File: src/rtl/clos_pkg.sv
package clos_pkg;
  typedef enum logic [1:0] {
    ST_OK      = 2'd0,
    ST_BLOCKED = 2'd1,
    ST_ERROR   = 2'd2
  } rsp_status_e;

  localparam logic OP_CONNECT = 1'b0;
  localparam logic OP_RELEASE = 1'b1;

  // index width for a set of n items, never below one bit
  function automatic int idx_w(input int n);
    return (n > 1) ? $clog2(n) : 1;
  endfunction
endpackage

File: src/rtl/clos_xbar.sv
module clos_xbar #(
  parameter int NI  = 2,
  parameter int NO  = 2,
  parameter int W   = 8,
  parameter int REG = 0,
  parameter int SW  = clos_pkg::idx_w(NI)
) (
  input  logic                   clk,
  input  logic                   rst_n,
  input  logic [NI-1:0][W-1:0]   in_data,
  input  logic [NI-1:0]          in_vld,
  input  logic [NO-1:0][SW-1:0]  sel,
  input  logic [NO-1:0]          en,
  output logic [NO-1:0][W-1:0]   out_data,
  output logic [NO-1:0]          out_vld
);
  logic [NO-1:0][W-1:0] mux_d;
  logic [NO-1:0]        mux_v;

  for (genvar o = 0; o < NO; o++) begin : g_out
    always_comb begin
      mux_d[o] = '0;
      mux_v[o] = 1'b0;
      if (en[o]) begin
        mux_d[o] = in_data[sel[o]];
        mux_v[o] = in_vld[sel[o]];
      end
    end

    if (REG != 0) begin : g_reg
      always_ff @(posedge clk or negedge rst_n) begin
        if (!rst_n) begin
          out_data[o] <= '0;
          out_vld[o]  <= 1'b0;
        end else begin
          out_data[o] <= mux_d[o];
          out_vld[o]  <= mux_v[o];
        end
      end
      // a disabled outlet is idle one stage later
      a_r2_idle_outlet_reg: assert property (@(posedge clk) disable iff (!rst_n)
        !en[o] |=> (!out_vld[o] && out_data[o] == '0));
    end else begin : g_comb
      assign out_data[o] = mux_d[o];
      assign out_vld[o]  = mux_v[o];
      // a disabled outlet is idle
      a_r2_idle_outlet: assert property (@(posedge clk) disable iff (!rst_n)
        !en[o] |-> (!out_vld[o] && out_data[o] == '0));
    end
  end
endmodule

File: src/rtl/clos_ctrl.sv
module clos_ctrl
  import clos_pkg::*;
#(
  parameter int N  = 2,
  parameter int M  = 3,
  parameter int R  = 2,
  parameter int P  = N * R,
  parameter int IW = idx_w(P),
  parameter int NW = idx_w(N),
  parameter int MW = idx_w(M),
  parameter int RW = idx_w(R)
) (
  input  logic                        clk,
  input  logic                        rst_n,
  input  logic                        req_valid,
  output logic                        req_ready,
  input  logic                        req_op,
  input  logic [IW-1:0]               req_in,
  input  logic [IW-1:0]               req_out,
  output logic                        rsp_valid,
  input  logic                        rsp_ready,
  output logic [1:0]                  rsp_status,
  output logic [MW-1:0]               rsp_mid,
  output logic [R-1:0][M-1:0][NW-1:0] ing_sel,
  output logic [R-1:0][M-1:0]         ing_en,
  output logic [M-1:0][R-1:0][RW-1:0] mid_sel,
  output logic [M-1:0][R-1:0]         mid_en,
  output logic [R-1:0][N-1:0][MW-1:0] egr_sel,
  output logic [R-1:0][N-1:0]         egr_en
);
  typedef enum logic [1:0] {S_IDLE, S_EXEC, S_RESP} ctl_state_e;
  ctl_state_e state;

  logic          lat_op;
  logic [IW-1:0] lat_in, lat_out;

  logic [P-1:0]          in_busy, out_busy;
  logic [P-1:0][IW-1:0]  out_src;
  logic [P-1:0][MW-1:0]  out_mid;

  int ki, li, ko, lo, sk, md, pick;
  logic [M-1:0] free_mid;
  logic         found;

  always_comb begin
    ki = int'(lat_in) / N;
    li = int'(lat_in) % N;
    ko = int'(lat_out) / N;
    lo = int'(lat_out) % N;
    sk = int'(out_src[lat_out]) / N;
    md = int'(out_mid[lat_out]);
    for (int j = 0; j < M; j++) free_mid[j] = !ing_en[ki][j] && !mid_en[j][ko];
    pick  = 0;
    found = 1'b0;
    for (int j = M - 1; j >= 0; j--) begin
      if (free_mid[j]) begin
        pick  = j;
        found = 1'b1;
      end
    end
  end

  assign req_ready = (state == S_IDLE);
  assign rsp_valid = (state == S_RESP);

  always_ff @(posedge clk or negedge rst_n) begin
    if (!rst_n) begin
      state      <= S_IDLE;
      lat_op     <= OP_CONNECT;
      lat_in     <= '0;
      lat_out    <= '0;
      rsp_status <= ST_OK;
      rsp_mid    <= '0;
      in_busy    <= '0;
      out_busy   <= '0;
      out_src    <= '0;
      out_mid    <= '0;
      ing_sel    <= '0;
      ing_en     <= '0;
      mid_sel    <= '0;
      mid_en     <= '0;
      egr_sel    <= '0;
      egr_en     <= '0;
    end else begin
      case (state)
        S_IDLE: begin
          if (req_valid) begin
            lat_op  <= req_op;
            lat_in  <= req_in;
            lat_out <= req_out;
            state   <= S_EXEC;
          end
        end
        S_EXEC: begin
          state   <= S_RESP;
          rsp_mid <= '0;
          if (lat_op == OP_CONNECT) begin
            if (in_busy[lat_in] || out_busy[lat_out]) begin
              rsp_status <= ST_ERROR;
            end else if (!found) begin
              rsp_status <= ST_BLOCKED;
            end else begin
              rsp_status        <= ST_OK;
              rsp_mid           <= MW'(pick);
              in_busy[lat_in]   <= 1'b1;
              out_busy[lat_out] <= 1'b1;
              out_src[lat_out]  <= lat_in;
              out_mid[lat_out]  <= MW'(pick);
              ing_en[ki][pick]  <= 1'b1;
              ing_sel[ki][pick] <= NW'(li);
              mid_en[pick][ko]  <= 1'b1;
              mid_sel[pick][ko] <= RW'(ki);
              egr_en[ko][lo]    <= 1'b1;
              egr_sel[ko][lo]   <= MW'(pick);
            end
          end else begin
            if (!out_busy[lat_out]) begin
              rsp_status <= ST_ERROR;
            end else begin
              rsp_status                <= ST_OK;
              rsp_mid                   <= out_mid[lat_out];
              in_busy[out_src[lat_out]] <= 1'b0;
              out_busy[lat_out]         <= 1'b0;
              ing_en[sk][md]            <= 1'b0;
              ing_sel[sk][md]           <= '0;
              mid_en[md][ko]            <= 1'b0;
              mid_sel[md][ko]           <= '0;
              egr_en[ko][lo]            <= 1'b0;
              egr_sel[ko][lo]           <= '0;
            end
          end
        end
        default: begin
          if (rsp_ready) state <= S_IDLE;
        end
      endcase
    end
  end

  // a response waiting for rsp_ready is held unchanged
  a_r3_rsp_hold: assert property (@(posedge clk) disable iff (!rst_n)
    (rsp_valid && !rsp_ready) |=> (rsp_valid && $stable(rsp_status) && $stable(rsp_mid)));

  // a connect to a busy input is refused
  a_r5_busy_input: assert property (@(posedge clk) disable iff (!rst_n)
    (state == S_EXEC && lat_op == OP_CONNECT && in_busy[lat_in]) |=> (rsp_status == ST_ERROR));

  // every live call holds one ingress link and one egress-side link
  a_r8_ing_links: assert property (@(posedge clk) disable iff (!rst_n)
    $countones(ing_en) == $countones(out_busy));
  a_r8_egr_links: assert property (@(posedge clk) disable iff (!rst_n)
    $countones(mid_en) == $countones(egr_en));

  if (M >= 2 * N - 1) begin : g_nb
    // strict-sense nonblocking sizing never blocks
    a_r7_never_blocked: assert property (@(posedge clk) disable iff (!rst_n)
      rsp_valid |-> (rsp_status != ST_BLOCKED));
  end
endmodule

File: src/rtl/clos_switch.sv
module clos_switch
  import clos_pkg::*;
#(
  parameter int N    = 2,
  parameter int M    = 3,
  parameter int R    = 2,
  parameter int W    = 8,
  parameter int PIPE = 0,
  localparam int P   = N * R,
  localparam int IW  = idx_w(P),
  localparam int MW  = idx_w(M)
) (
  input  logic                clk,
  input  logic                rst_n,
  input  logic                req_valid,
  output logic                req_ready,
  input  logic                req_op,
  input  logic [IW-1:0]       req_in,
  input  logic [IW-1:0]       req_out,
  output logic                rsp_valid,
  input  logic                rsp_ready,
  output logic [1:0]          rsp_status,
  output logic [MW-1:0]       rsp_mid,
  input  logic [P-1:0][W-1:0] in_data,
  input  logic [P-1:0]        in_valid,
  output logic [P-1:0][W-1:0] out_data,
  output logic [P-1:0]        out_valid
);
  localparam int NW = idx_w(N);
  localparam int RW = idx_w(R);

  logic [R-1:0][M-1:0][NW-1:0] ing_sel;
  logic [R-1:0][M-1:0]         ing_en;
  logic [M-1:0][R-1:0][RW-1:0] mid_sel;
  logic [M-1:0][R-1:0]         mid_en;
  logic [R-1:0][N-1:0][MW-1:0] egr_sel;
  logic [R-1:0][N-1:0]         egr_en;

  logic [R-1:0][N-1:0][W-1:0] ing_in_d;
  logic [R-1:0][N-1:0]        ing_in_v;
  logic [R-1:0][M-1:0][W-1:0] ing_out_d;
  logic [R-1:0][M-1:0]        ing_out_v;
  logic [M-1:0][R-1:0][W-1:0] mid_in_d, mid_out_d;
  logic [M-1:0][R-1:0]        mid_in_v, mid_out_v;
  logic [R-1:0][M-1:0][W-1:0] egr_in_d;
  logic [R-1:0][M-1:0]        egr_in_v;
  logic [R-1:0][N-1:0][W-1:0] egr_out_d;
  logic [R-1:0][N-1:0]        egr_out_v;

  clos_ctrl #(.N(N), .M(M), .R(R)) u_ctrl (
    .clk, .rst_n,
    .req_valid, .req_ready, .req_op, .req_in, .req_out,
    .rsp_valid, .rsp_ready, .rsp_status, .rsp_mid,
    .ing_sel, .ing_en, .mid_sel, .mid_en, .egr_sel, .egr_en
  );

  // edge port mapping: global port k*N+l <-> edge switch k, local l
  for (genvar k = 0; k < R; k++) begin : g_edge
    for (genvar l = 0; l < N; l++) begin : g_port
      assign ing_in_d[k][l]     = in_data[k*N+l];
      assign ing_in_v[k][l]     = in_valid[k*N+l];
      assign out_data[k*N+l]    = egr_out_d[k][l];
      assign out_valid[k*N+l]   = egr_out_v[k][l];
    end
    for (genvar j = 0; j < M; j++) begin : g_link
      assign mid_in_d[j][k] = ing_out_d[k][j];
      assign mid_in_v[j][k] = ing_out_v[k][j];
      assign egr_in_d[k][j] = mid_out_d[j][k];
      assign egr_in_v[k][j] = mid_out_v[j][k];
    end
  end

  for (genvar k = 0; k < R; k++) begin : g_ing
    clos_xbar #(.NI(N), .NO(M), .W(W), .REG(PIPE), .SW(NW)) u_xbar (
      .clk, .rst_n,
      .in_data(ing_in_d[k]), .in_vld(ing_in_v[k]),
      .sel(ing_sel[k]), .en(ing_en[k]),
      .out_data(ing_out_d[k]), .out_vld(ing_out_v[k])
    );
  end

  for (genvar j = 0; j < M; j++) begin : g_mid
    clos_xbar #(.NI(R), .NO(R), .W(W), .REG(PIPE), .SW(RW)) u_xbar (
      .clk, .rst_n,
      .in_data(mid_in_d[j]), .in_vld(mid_in_v[j]),
      .sel(mid_sel[j]), .en(mid_en[j]),
      .out_data(mid_out_d[j]), .out_vld(mid_out_v[j])
    );
  end

  for (genvar k = 0; k < R; k++) begin : g_egr
    clos_xbar #(.NI(M), .NO(N), .W(W), .REG(PIPE), .SW(MW)) u_xbar (
      .clk, .rst_n,
      .in_data(egr_in_d[k]), .in_vld(egr_in_v[k]),
      .sel(egr_sel[k]), .en(egr_en[k]),
      .out_data(egr_out_d[k]), .out_vld(egr_out_v[k])
    );
  end
endmodule

File: config.mk
export PLATFORM = sky130hd
export DESIGN_NAME = clos_switch
export DESIGN_NICKNAME = d
export VERILOG_FILES = /design/src/rtl/clos_pkg.sv /design/src/rtl/clos_xbar.sv /design/src/rtl/clos_ctrl.sv /design/src/rtl/clos_switch.sv
export SDC_FILE = /design/constraint.sdc
export NUM_CORES = 1
export LEC_CHECK = 0
export BUFFER_PORTS_ARGS = -buffer_cell sky130_fd_sc_hd__buf_2
export CAP_MARGIN = 30
export CORE_MARGIN = 4
export CORE_UTILIZATION = 59
export CTS_CLUSTER_SIZE = 16
export DETAILED_ROUTE_END_ITERATION = 10
export PLACE_DENSITY = 0.82
export SLEW_MARGIN = 30
export SYNTH_ARGS = -nofsm -noshare
export SYNTH_HDL_FRONTEND = slang
export SYNTH_SLANG_ARGS = --single-unit
File: constraint.sdc
create_clock -name clk -period 3.35 [get_ports clk]
set_input_delay 0.5025 -clock clk [delete_from_list [all_inputs] [get_ports clk]]
set_output_delay 0.5025 -clock clk [all_outputs]
set_load 0.05 [all_outputs]
==> key figures, run 1 <==
Place
  – DP HPWL: roughly 14000 um
  – Routability cong.: 1.00
  – Placed cell count: 821
  – PortBufs: between 80 and 90

Timing
  – Fmax: between 300 and 400 MHz
  – Clock Skews: 0.00777 ns
  – Setup-failing EPs final: 0
  – Max Transition Viols Final: 0
  – Tightest Pin Transition: 0.903 ns
  – Fin crit period: 3.13 ns
  – Tcrit/Tclk final: 0.934
  – Slew HR: 0.398
  – Setup TNS: 0 ns
  – Final Hold Viols: 0
  – Unrepaired setup endpoints after global routing: no

Power
  – Switching component of the power: ~3.2 mW
  – Logic pwr share: 0.531
  – Leak: 3.55 nW
  – Switching share of power: 0.528
  – Pwr Density: 916 nW/um2
  – Sequential Power Share: 0.345
  – Int Pwr: 2.88 mW
  – Clock share of power: 0.123
  – VDD IR max: ~0.64 mV

Routing
  – Detailed-route via count: just under 6k
  – Initial DRC Count: 572
  – DRC violations left: 0
  – Routed Antenna Nets: 0
  – DR vias/cell: 6.99
  – DRT Pass-1 Iters: 5
  – DRT Wirelength: 19200 um
  – Drt wl/cell: 22.9 um

Yosys
  – Main synth FF type: dfrtp_1
  – Mapped cell area: 6070 um2
  – Synth unique cells: 53
  – Syn nets: just over 700
  – Syn. warnings: 0
  – Async set or reset register ratio after synthesis: 1.00
  – Mean Syn Cell Area: slightly above 9 um2
  – Synthesized flop and latch total: 67
  – Sequential area share after synthesis: 0.276
  – Number of synthesized flops with an enable pin: 0
  – Post-synthesis cell count: 667

Finish
  – Commonest non-fill, non-tap cell in the layout: o21ai_0
  – Area delta synth->final: 9.85%
  – FF/Latch Area: roughly 1700 um2
  – Commonest cells after routing, fill and taps aside: o21ai_0 (106), mux2i_1 (92), buf_2 (86), dfrtp_1 (67), and3b_1 (55)
  – Share of cells above drive strength 1: 0.216
  – Ant. Diodes: 0
  – Layout Nets: 744
  – Fillers: 852
  – Area of the multi-input gates: between 4000 and 5000 um2
  – Final std cells w/o fill: 837

Run status
  – Run status: complete, no violations

CTS
  – CTS tree: built
  – Worst-path clk slew: 0.07 ns
  – Skew-Pair Late Insertion Delay: around 0.35 ns
  – Hold_buf cts: 0
  – Clock sink count: 67
  – TritonCTS Buffers: 9
  – Postcts setup bufs: 0
  – # H-tree levels: 3
  – Post-CTS Resized: 0
  – Root Driver: clkbuf_8
  – Clock Tree Buf Depth: 2

Setup path
  – FF-to-FF setup slack: 0.47 ns
  – Startpoint Class: flip-flop
  – Arrival time worst endpoint: 2.63 ns
  – Crit Path Class: reg2out
  – Worst EP required: between 2 and 3 ns
  – CP Capture Type: output pin
  – Max FO, Critical Path: 10

Global route
  – Vias in the first global route: 5620
  – Global route overflow: 0
  – Largest net degree at the start of global routing: 41
  – GR Util All Layers: 0.330
  – First-pass GRT wire length: 30300 um
  – Initial antenna violation count: 0

Floorplan
  – Initial core utilization: 0.612
  – Core box area: 9910 um2
  – Rows: 36
  – IO Pins: 87
  – Die footprint: 12000 um2
  – Die X-Extent: 109 um
  – Die Span Y: 109 um

Job
  – Max Cap Viol: 0

Worst hold path
  – Hold WC Path Type: in2async
==> area by class of cell <==
cell class / count / area share
Tap cell: 133 / 0.0250
Clock inverter: 5 / 0.0113
Multi-Input combinational cell: 517 / 0.609
Inverter: 8 / 0.00450
Clock buffer: 11 / 0.0227
Sequential cell: 67 / 0.251
Timing Repair Buffer: 96 / 0.0758
==> registers in the layout, indices dropped and copies added (netlist names), named ones only <==
| name | count |
|---|---|
| u_ctrl.egr_sel | 8 |
| u_ctrl.out_mid | 8 |
| u_ctrl.out_src | 8 |
| u_ctrl.ing_en | 6 |
| u_ctrl.ing_sel | 6 |
| u_ctrl.mid_en | 6 |
| u_ctrl.mid_sel | 6 |
| u_ctrl.in_busy | 4 |
| u_ctrl.lat_in | 2 |
| u_ctrl.lat_out | 2 |
| u_ctrl.rsp_mid | 2 |
| u_ctrl.rsp_status | 2 |
| u_ctrl.state | 2 |
| u_ctrl.lat_op | 1 |
==> metrics by stage <==
stage | util | power [mW] | hold slack (ns) | instance area (um2) | worst slack (ns)
2_1_floorplan | - | 4.34 | 0.207 | 6070 | 0.887
3_3_place_gp | 0.650 | 5.18 | 0.467 | 6440 | 0.672
3_5_place_dp | 0.650 | 5.26 | 0.487 | 6440 | 0.566
4_1_cts | 0.673 | 6.03 | 0.289 | 6670 | 0.280
5_1_grt | 0.673 | 6.45 | 0.322 | 6670 | 0.0398
6_report | 0.673 | 6.11 | 0.276 | 6670 | 0.222
==> metal layers <==
metal / GRT usage / up-vias / part of all wire
li1: - / 2596 / -
met1: 0.407 / 2873 / 0.40
met2: 0.566 / 309 / 0.48
met3: 0.0270 / 72 / 0.063
met4: 0.190 / 0 / 0.057
met5: 0 / - / 0
==> critical path, stage by stage, from the launching register on <==
cell	delay, ns
dfrtp_1	0.73
mux2i_1	0.40
nor3b_1	0.08
o21ai_0	0.47
mux2i_1	0.16
o211a_1	0.23
buf_2	0.20
==> power groups by stage <==
stage	clock (mW)	combinational, mW	sequential (mW)
floorplan	0	3.02	1.32
global placement	0	3.14	2.03
detailed placement	0	3.19	2.07
CTS	0.763	3.21	2.06
global route	0.798	3.46	2.19
finish	0.752	3.25	2.11
==> cell families after synthesis <==
| kind of cell | count (synthesis) | share of synthesized area |
|---|---|---|
| AOI/OAI and AO/OA | 203 | 0.221 |
| DFF | 67 | 0.276 |
| buffers and inverters | 83 | 0.0544 |
| and+or+nand+nor | 188 | 0.220 |
| muxes | 126 | 0.228 |
==> cells in the mapped netlist (4+ instances only) <==
cell	number	area [um2]
o21ai_0	106	531
mux2i_1	92	921
dfrtp_1	67	1680
and3b_1	55	482
nor3b_1	54	405
clkbuf_1	53	199
o211a_1	37	370
mux2_2	24	270
nand2_1	20	75.1
buf_1	17	63.8
a31oi_1	15	93.8
nor2_1	14	52.6
a21oi_1	12	60.1
and3_1	8	50.1
inv_1	8	30.0
mux4_2	6	135
a21o_1	5	37.5
nand2b_1	5	31.3
nand4_1	5	31.3
o31ai_1	5	37.5
a32o_1	4	40.0
mux2_4	4	60.1
nor3_1	4	20.0
o211ai_1	4	30.0
==> final timing paths <==
path                              startpoint                 to  cells past startpoint
max                        u_ctrl.ing_sel[0]       out_valid[1]                      6
min                                    rst_n  u_ctrl.out_mid[5]                      1
max reg2reg                        flip-flop  u_ctrl.out_src[5]                      5
min reg2reg                u_ctrl.rsp_mid[1]  u_ctrl.rsp_mid[1]                      2
max in group asynchronous              rst_n   u_ctrl.ing_en[5]                      2
min in group clk                   rsp_ready    u_ctrl.state[1]                      2
Note: power is estimated with default switching activity, not from simulation.
==> inputs of run 2 (changes only) <==
- CORE_UTILIZATION: 59 -> 60
- CTS_BUF_LIST: not set -> sky130_fd_sc_hd__clkbuf_4
- PLACE_DENSITY: 0.82 -> 0.83
==> run 2 against run 1 <==
  * Global-route usage is 0.22 points higher
  * Utilization is 0.58 points lower
  * Via count is 1.5% lower
  * Flip-flop and latch count stayed put
  * First-iteration DRC count is 4.4% lower
  * Critical path depth stayed put
  * Non-clock buffer count stayed put
  * Highest routed layer unchanged
  * Hold slack worse by 0.23 ns
  * Power is 5.1% lower
==> key figures, run 2 (same netlist as run 1, synthesis figures left out) <==
Run status
  – Run status: complete, no violations

Setup path
  – CP max stage cell: dfrtp_1
  – Worst path top cell family by delay: flip-flops
  – Worst R2R End: u_ctrl.out_src[4]
  – CP Capture Type: output pin
  – Max FO, Critical Path: 10 (unchanged)
  – Crit-path most repeated cell: mux2i_1
  – Worst EP required: 2.85 ns (about the same)
  – Cell chain of the critical path: mux2i_1 > nor3b_1 > o21ai_0 > mux2i_1 > o211a_1 > buf_2
  – Arrival time worst endpoint: 2.69 ns (+0.06 ns)
  – Startpoint Class: flip-flop
  – FF-to-FF setup slack: 0.52 ns (+0.05 ns)
  – WP depth: 6 (unchanged)
  – CP Buf/Inv Count: 1 (unchanged)
  – Max incr delay on CP: 0.75 ns (+0.02 ns)
  – Crit Path Class: reg2out
  – Reg2reg path depth: 5 (unchanged)

Power
  – Pwr Density: 885 nW/um2 (-3.4%)
  – Switching share of power: 0.553 (+0.0252)
  – Tot Pwr: 5.80 mW (-5.1%)
  – Leak: 3.49 nW (-1.6%)
  – Logic pwr share: 0.560 (+0.029)
  – Clock share of power: 0.077 (-0.046)
  – Switching component of the power: 3.21 mW (-0.57%)
  – VDD IR max: 0.600 mV (-6.8%)
  – Sequential Power Share: 0.363 (+0.018)
  – Int Pwr: 2.59 mW (-10%)

Finish
  – Area delta synth->final: 7.92%
  – Top flop regs: u_ctrl.egr_sel x8, u_ctrl.out_mid x8, u_ctrl.out_src x8
  – Ant. Diodes: 0 (unchanged)
  – Commonest non-fill, non-tap cell in the layout: o21ai_0
  – Fillers: 837 (-1.8%)
  – Share of cells above drive strength 1: 0.213 (-0.00254)
  – Layout Nets: 744 (unchanged)
  – Final std cells w/o fill: 836 (-0.12%)
  – Commonest cells after routing, fill and taps aside: o21ai_0 (105), mux2i_1 (92), buf_2 (85), dfrtp_1 (67), and3b_1 (55)

Timing
  – Tcrit/Tclk final: 0.952 (+0.0183)
  – Max Transition Viols Final: 0 (unchanged)
  – Clock Skews: 0.0134 ns (+0.00566 ns)
  – Unrepaired setup endpoints after global routing: no
  – Fin crit period: 3.19 ns (+0.0613 ns)
  – Setup-failing EPs final: 0 (unchanged)
  – Fmax: 314 MHz (-1.9%)
  – Final worst slack: 0.161 ns (-0.0613 ns)
  – Final Hold Viols: 0 (unchanged)
  – Tightest Pin Transition: 0.763 ns (-0.140 ns)
  – Setup TNS: 0 ns (unchanged)
  – Slew HR: 0.490 (+0.0916)

Routing
  – DRT Wirelength: 18800 um (-2.0%)
  – DRT Pass-1 Iters: 6 (+1)
  – Drt wl/cell: 22.5 um (-1.9%)
  – Routed Antenna Nets: 0 (unchanged)
  – DRC violations left: 0 (unchanged)
  – Detailed-route via count: 5764 (-1.5%)
  – DR vias/cell: 6.89 (-1.4%)
  – Initial DRC Count: 547 (-4.4%)

Worst hold path
  – Hold WC Path Type: in2async

Global route
  – Met1 usage: 0.415 (+0.00748)
  – Global routing usage on met3: 0.0472 (+0.0202)
  – Met2 usage: 0.539 (-0.0265)
  – Largest net degree at the start of global routing: 43 (+4.9%)
  – GR Util All Layers: 0.332 (+0.00223)
  – Global route overflow: 0 (unchanged)
  – Vias in the first global route: 5617 (-0.053%)
  – First-pass GRT wire length: 30100 um (-0.53%)
  – Global route hottest layer: met2
  – Initial antenna violation count: 0 (unchanged)

Floorplan
  – Die Span Y: 109 um (-0.77%)
  – Initial core utilization: 0.618 (+0.00562)
  – Die footprint: 11800 um2 (-1.5%)
  – Core box area: 9820 um2 (-0.91%)
  – Rows: 36 (unchanged)
  – Die X-Extent: 109 um (-0.77%)
  – IO Pins: 87 (unchanged)

CTS
  – Skew-Pair Late Insertion Delay: 0.43 ns (+0.08 ns)
  – CTS tree: built
  – Root Driver: clkbuf_4
  – Postcts setup bufs: 0 (unchanged)
  – # H-tree levels: 3 (unchanged)
  – Clock Tree Buf Depth: 2 (unchanged)
  – Clock sink count: 67 (unchanged)
  – Worst-path clk slew: 0.11 ns (+0.04 ns)
  – Post-CTS Resized: 0 (unchanged)
  – Hold_buf cts: 0 (unchanged)
  – TritonCTS Buffers: 9 (unchanged)

Place
  – DP HPWL: 14200 um (-2.0%)
  – Place WS: 0.552 ns (-0.0147 ns)
  – Placed cell count: 821 (unchanged)
  – PortBufs: 86 (unchanged)
  – Routability cong.: 1.02 (+1.5%)

Job
  – Max Cap Viol: 0 (unchanged)
-- run 2: cell types whose count changed in the layout (fill, tap and decap cells not counted) --
| cell | change |
|---|---|
| clkinvlp_4 | +1 |
| buf_2 | -1 |
| clkinv_2 | -2 |
| bufinv_16 | -2 |
| clkinv_1 | +1 |
| o21ai_1 | +1 |
| o21ai_0 | -1 |
| clkbuf_8 | -11 |
| clkbuf_4 | +12 |
| buf_4 | +1 |
-- run 2: how the worst max path moves through the flow --
stage,from,end,slack (ns)
6_report,u_ctrl.ing_sel[0],out_data[12],0.16
4_1_cts,u_ctrl.ing_sel[0],out_valid[0],0.13
2_1_floorplan,u_ctrl.lat_out[1],u_ctrl.out_mid[6],0.89
3_5_place_dp,flip-flop,u_ctrl.out_src[4],0.55
3_3_place_gp,flip-flop,u_ctrl.out_src[7],0.65
5_1_grt,u_ctrl.ing_sel[2],out_data[30],0.06
-- run 2: power by group through the flow --
stage | Sequential (mW) | Clock (mW) | Combinational (mW)
final | 2.11 | 0.446 | 3.25
after global routing | 2.19 | 0.482 | 3.48
after CTS | 2.06 | 0.456 | 3.21
after detailed placement | 2.08 | 0 | 3.20
after global placement | 2.02 | 0 | 3.15
after floorplan | 1.32 | 0 | 3.02
-- run 2: final cells by class --
type | instances | area, um2 | share of cell area
Clock buffer | 12 | 90.1 | 0.0138
Sequential cell | 67 | 1680 | 0.256
Clock inverter | 3 | 16.3 | 0.00248
Tap cell | 133 | 166 | 0.0254
Timing Repair Buffer | 96 | 508 | 0.0776
Inverter | 8 | 30.0 | 0.00458
Multi-Input combinational cell | 517 | 4060 | 0.620
-- run 2: metal layers --
layer,vias to the layer above,routed length (um)
met5,-,0
li1,2607,-
met4,0,1280
met3,81,1340
met1,2763,7300
met2,313,8880
-- run 2: per-stage QoR --
stage	utilization	hold slack (ns)	area, um2
after floorplan	-	0.207	6070
after global placement	0.656	0.470	6440
after detailed placement	0.656	0.489	6440
after CTS	0.667	0.196	6550
after global routing	0.667	0.0656	6550
final	0.667	0.0414	6550
==> inputs of run 3 (changes only) <==
==> constraint.sdc (replaced) <==
create_clock -name clk -period 3.35 [get_ports clk]
set_input_delay 0.1675 -clock clk [delete_from_list [all_inputs] [get_ports clk]]
set_output_delay 0.1675 -clock clk [all_outputs]
set_load 0.05 [all_outputs]
==> run 3 against run 2 <==
  * Combinational power about the same
  * Hold slack gained 0.032 ns
  * Critical path depth unchanged
  * Via count up 2.3%
  * Cell count is 0.72% higher
  * First-iteration DRC count decreased by 8.6%
  * Highest routed layer unchanged
  * Sequential power hardly changed
  * Clock skew rose by 0.0051 ns
  * Clock-buffer cell count shrank 2
  * Utilization increased by 0.55 points
  * Wire length is 0.71% higher
  * Die area unchanged
==> key figures, run 3 (same netlist as run 1, synthesis figures left out) <==
Global route
  – Vias in the first global route: 5720 (+1.8%)
  – Met1 usage: 0.377 (-0.0374)
  – Largest net degree at the start of global routing: 53 (+23%)
  – Global route hottest layer: met2
  – Global routing usage on met3: 0.0549 (+0.00776)
  – Met2 usage: 0.563 (+0.0238)
  – GR Util All Layers: 0.329 (-0.00279)
  – Global route overflow: 0 (unchanged)
  – Initial antenna violation count: 0 (unchanged)
  – First-pass GRT wire length: 29700 um (-1.4%)

Floorplan
  – Die Span Y: 109 um (unchanged)
  – Die X-Extent: 109 um (unchanged)
  – Die footprint: 11800 um2 (unchanged)
  – Initial core utilization: 0.618 (unchanged)
  – Core box area: 9820 um2 (unchanged)
  – Rows: 36 (unchanged)
  – IO Pins: 87 (unchanged)

Finish
  – Area delta synth->final: 8.80%
  – FF/Latch Area: 1680 um2 (unchanged)
  – Fillers: 862 (+3.0%)
  – Commonest cells after routing, fill and taps aside: o21ai_0 (106), mux2i_1 (92), buf_2 (85), dfrtp_1 (67), and3b_1 (55)
  – Share of cells above drive strength 1: 0.210 (-0.00322)
  – Ant. Diodes: 0 (unchanged)
  – Layout Nets: 749 (+0.67%)
  – Commonest non-fill, non-tap cell in the layout: o21ai_0
  – Area of the multi-input gates: 4060 um2 (unchanged)
  – Util after Layout: 0.673 (+0.00548)
  – Top flop regs: u_ctrl.egr_sel x8, u_ctrl.out_mid x8, u_ctrl.out_src x8

CTS
  – TritonCTS Buffers: 9 (unchanged)
  – Hold_buf cts: 6 (+6)
  – Root Driver: clkbuf_4
  – Clock Tree Buf Depth: 2 (unchanged)
  – Worst-path clk slew: 0.11 ns (about the same)
  – Clock sink count: 67 (unchanged)
  – CTS tree: built
  – # H-tree levels: 3 (unchanged)
  – Post-CTS Resized: 0 (unchanged)
  – Skew-Pair Late Insertion Delay: 0.44 ns (about the same)
  – Postcts setup bufs: 0 (unchanged)

Timing
  – Fmax: 345 MHz (+9.9%)
  – Max Transition Viols Final: 0 (unchanged)
  – Slew HR: 0.483 (-0.00626)
  – Setup-failing EPs final: 0 (unchanged)
  – Tightest Pin Transition: 0.772 ns (+0.00935 ns)
  – Hold_ws: 0.0731 ns (+0.0317 ns)
  – Tcrit/Tclk final: 0.866 (-0.0857)
  – Fin crit period: 2.90 ns (-0.287 ns)
  – Setup TNS: 0 ns (unchanged)
  – Final worst slack: 0.448 ns (+0.287 ns)
  – Clock Skews: 0.0185 ns (+0.00508 ns)
  – Final Hold Viols: 0 (unchanged)
  – Unrepaired setup endpoints after global routing: no

Place
  – Place WS: 0.556 ns (+0.00458 ns)
  – PortBufs: 86 (unchanged)
  – DP HPWL: 14400 um (+1.7%)
  – Routability cong.: 1.02 (+0.75%)

Setup path
  – CP max stage cell: dfrtp_1
  – Max FO, Critical Path: 10 (unchanged)
  – Crit Path Class: reg2out
  – Worst EP required: 3.18 ns (+0.33 ns)
  – Reg2reg path depth: 5 (unchanged)
  – Cell chain of the critical path: mux2i_1 > and3b_1 > o21ai_0 > mux2i_1 > o211a_1 > buf_2
  – Max incr delay on CP: 0.74 ns (about the same)
  – Worst R2R End: u_ctrl.out_src[0]
  – Arrival time worst endpoint: 2.73 ns (+0.04 ns)
  – Crit-path most repeated cell: mux2i_1
  – FF-to-FF setup slack: 0.53 ns (about the same)
  – CP Capture Type: output pin
  – Startpoint Class: flip-flop

Routing
  – DR vias/cell: 7.01 (+1.6%)
  – Detailed-route via count: 5899 (+2.3%)
  – DRC violations left: 0 (unchanged)
  – Drt wl/cell: 22.5 um (about the same)
  – Routed Antenna Nets: 0 (unchanged)
  – DRT Wirelength: 18900 um (+0.71%)
  – DRT Pass-1 Iters: 5 (-1)
  – Initial DRC Count: 500 (-8.6%)

Job
  – Max Cap Viol: 0 (unchanged)

Power
  – Leak: 3.51 nW (+0.48%)
  – VDD IR max: 0.765 mV (+28%)
  – Pwr Density: 874 nW/um2 (-1.2%)

Worst hold path
  – Hold WC Path Type: in2reg
  – Hold_sp: req_out[1]
  – Endpoint, Worst Hold: u_ctrl.lat_out[1]
  – Min-Delay Path Depth: 3

Run status
  – Run status: complete, no violations
## run 3: cell types whose count changed in the layout (fill, tap and decap cells not counted)
cell	delta
buf_4	-1
o21ai_0	+1
clkinv_2	+1
clkinvlp_4	+1
clkbuf_4	-2
clkinv_1	+1
dlygate4sd3_1	+6
o21ai_1	-1
## run 3: per-layer routing
layer / up-vias / wire length [um]
met2: 327 / 9320
met3: 104 / 1280
met1: 2855 / 7040
li1: 2613 / -
met4: 0 / 1290
met5: - / 0
## run 3: area by class of cell
type / instances / area share
clock inverter: 6 / 0.00493
sequential: 67 / 0.254
multi-input combinational: 517 / 0.615
clock buffer: 10 / 0.0114
inverter: 8 / 0.00455
timing repair buffer: 101 / 0.0849
tap: 133 / 0.0252
## run 3: power by group
part	switching, mW	total, mW	internal [mW]
registers	0.968	2.09	1.12
clock network	0.278	0.431	0.153
logic	1.95	3.26	1.30
total	3.20	5.77	2.58
## run 3: stage by stage
step	instance area, um2	std cells	power (mW)
6_report	6600	842	5.77
3_5_place_dp	6440	820	5.25
4_1_cts	6600	842	5.69
3_3_place_gp	6430	820	5.15
5_1_grt	6600	842	6.12
2_1_floorplan	6070	667	4.34
## run 3: critical path: cells and delay by family (launching register included)
| kind | cells | cell delay (ns) |
|---|---|---|
| AOI/OAI and AO/OA | 2 | 0.65 |
| buffers and inverters | 1 | 0.21 |
| DFF | 1 | 0.74 |
| muxes | 2 | 0.51 |
| and+or+nand+nor | 1 | 0.20 |
## run 3: how the worst max path moves through the flow
stage	start	slack, ns	to	depth (start not counted)
floorplan	u_ctrl.lat_out[1]	0.89	u_ctrl.out_mid[6]	7
global placement	flip-flop	0.63	u_ctrl.out_src[6]	5
detailed placement	flip-flop	0.56	u_ctrl.out_mid[7]	5
CTS	u_ctrl.ing_sel[3]	0.46	out_data[19]	6
global route	u_ctrl.ing_sel[0]	0.27	out_data[2]	6
finish	u_ctrl.ing_sel[3]	0.45	out_data[19]	6
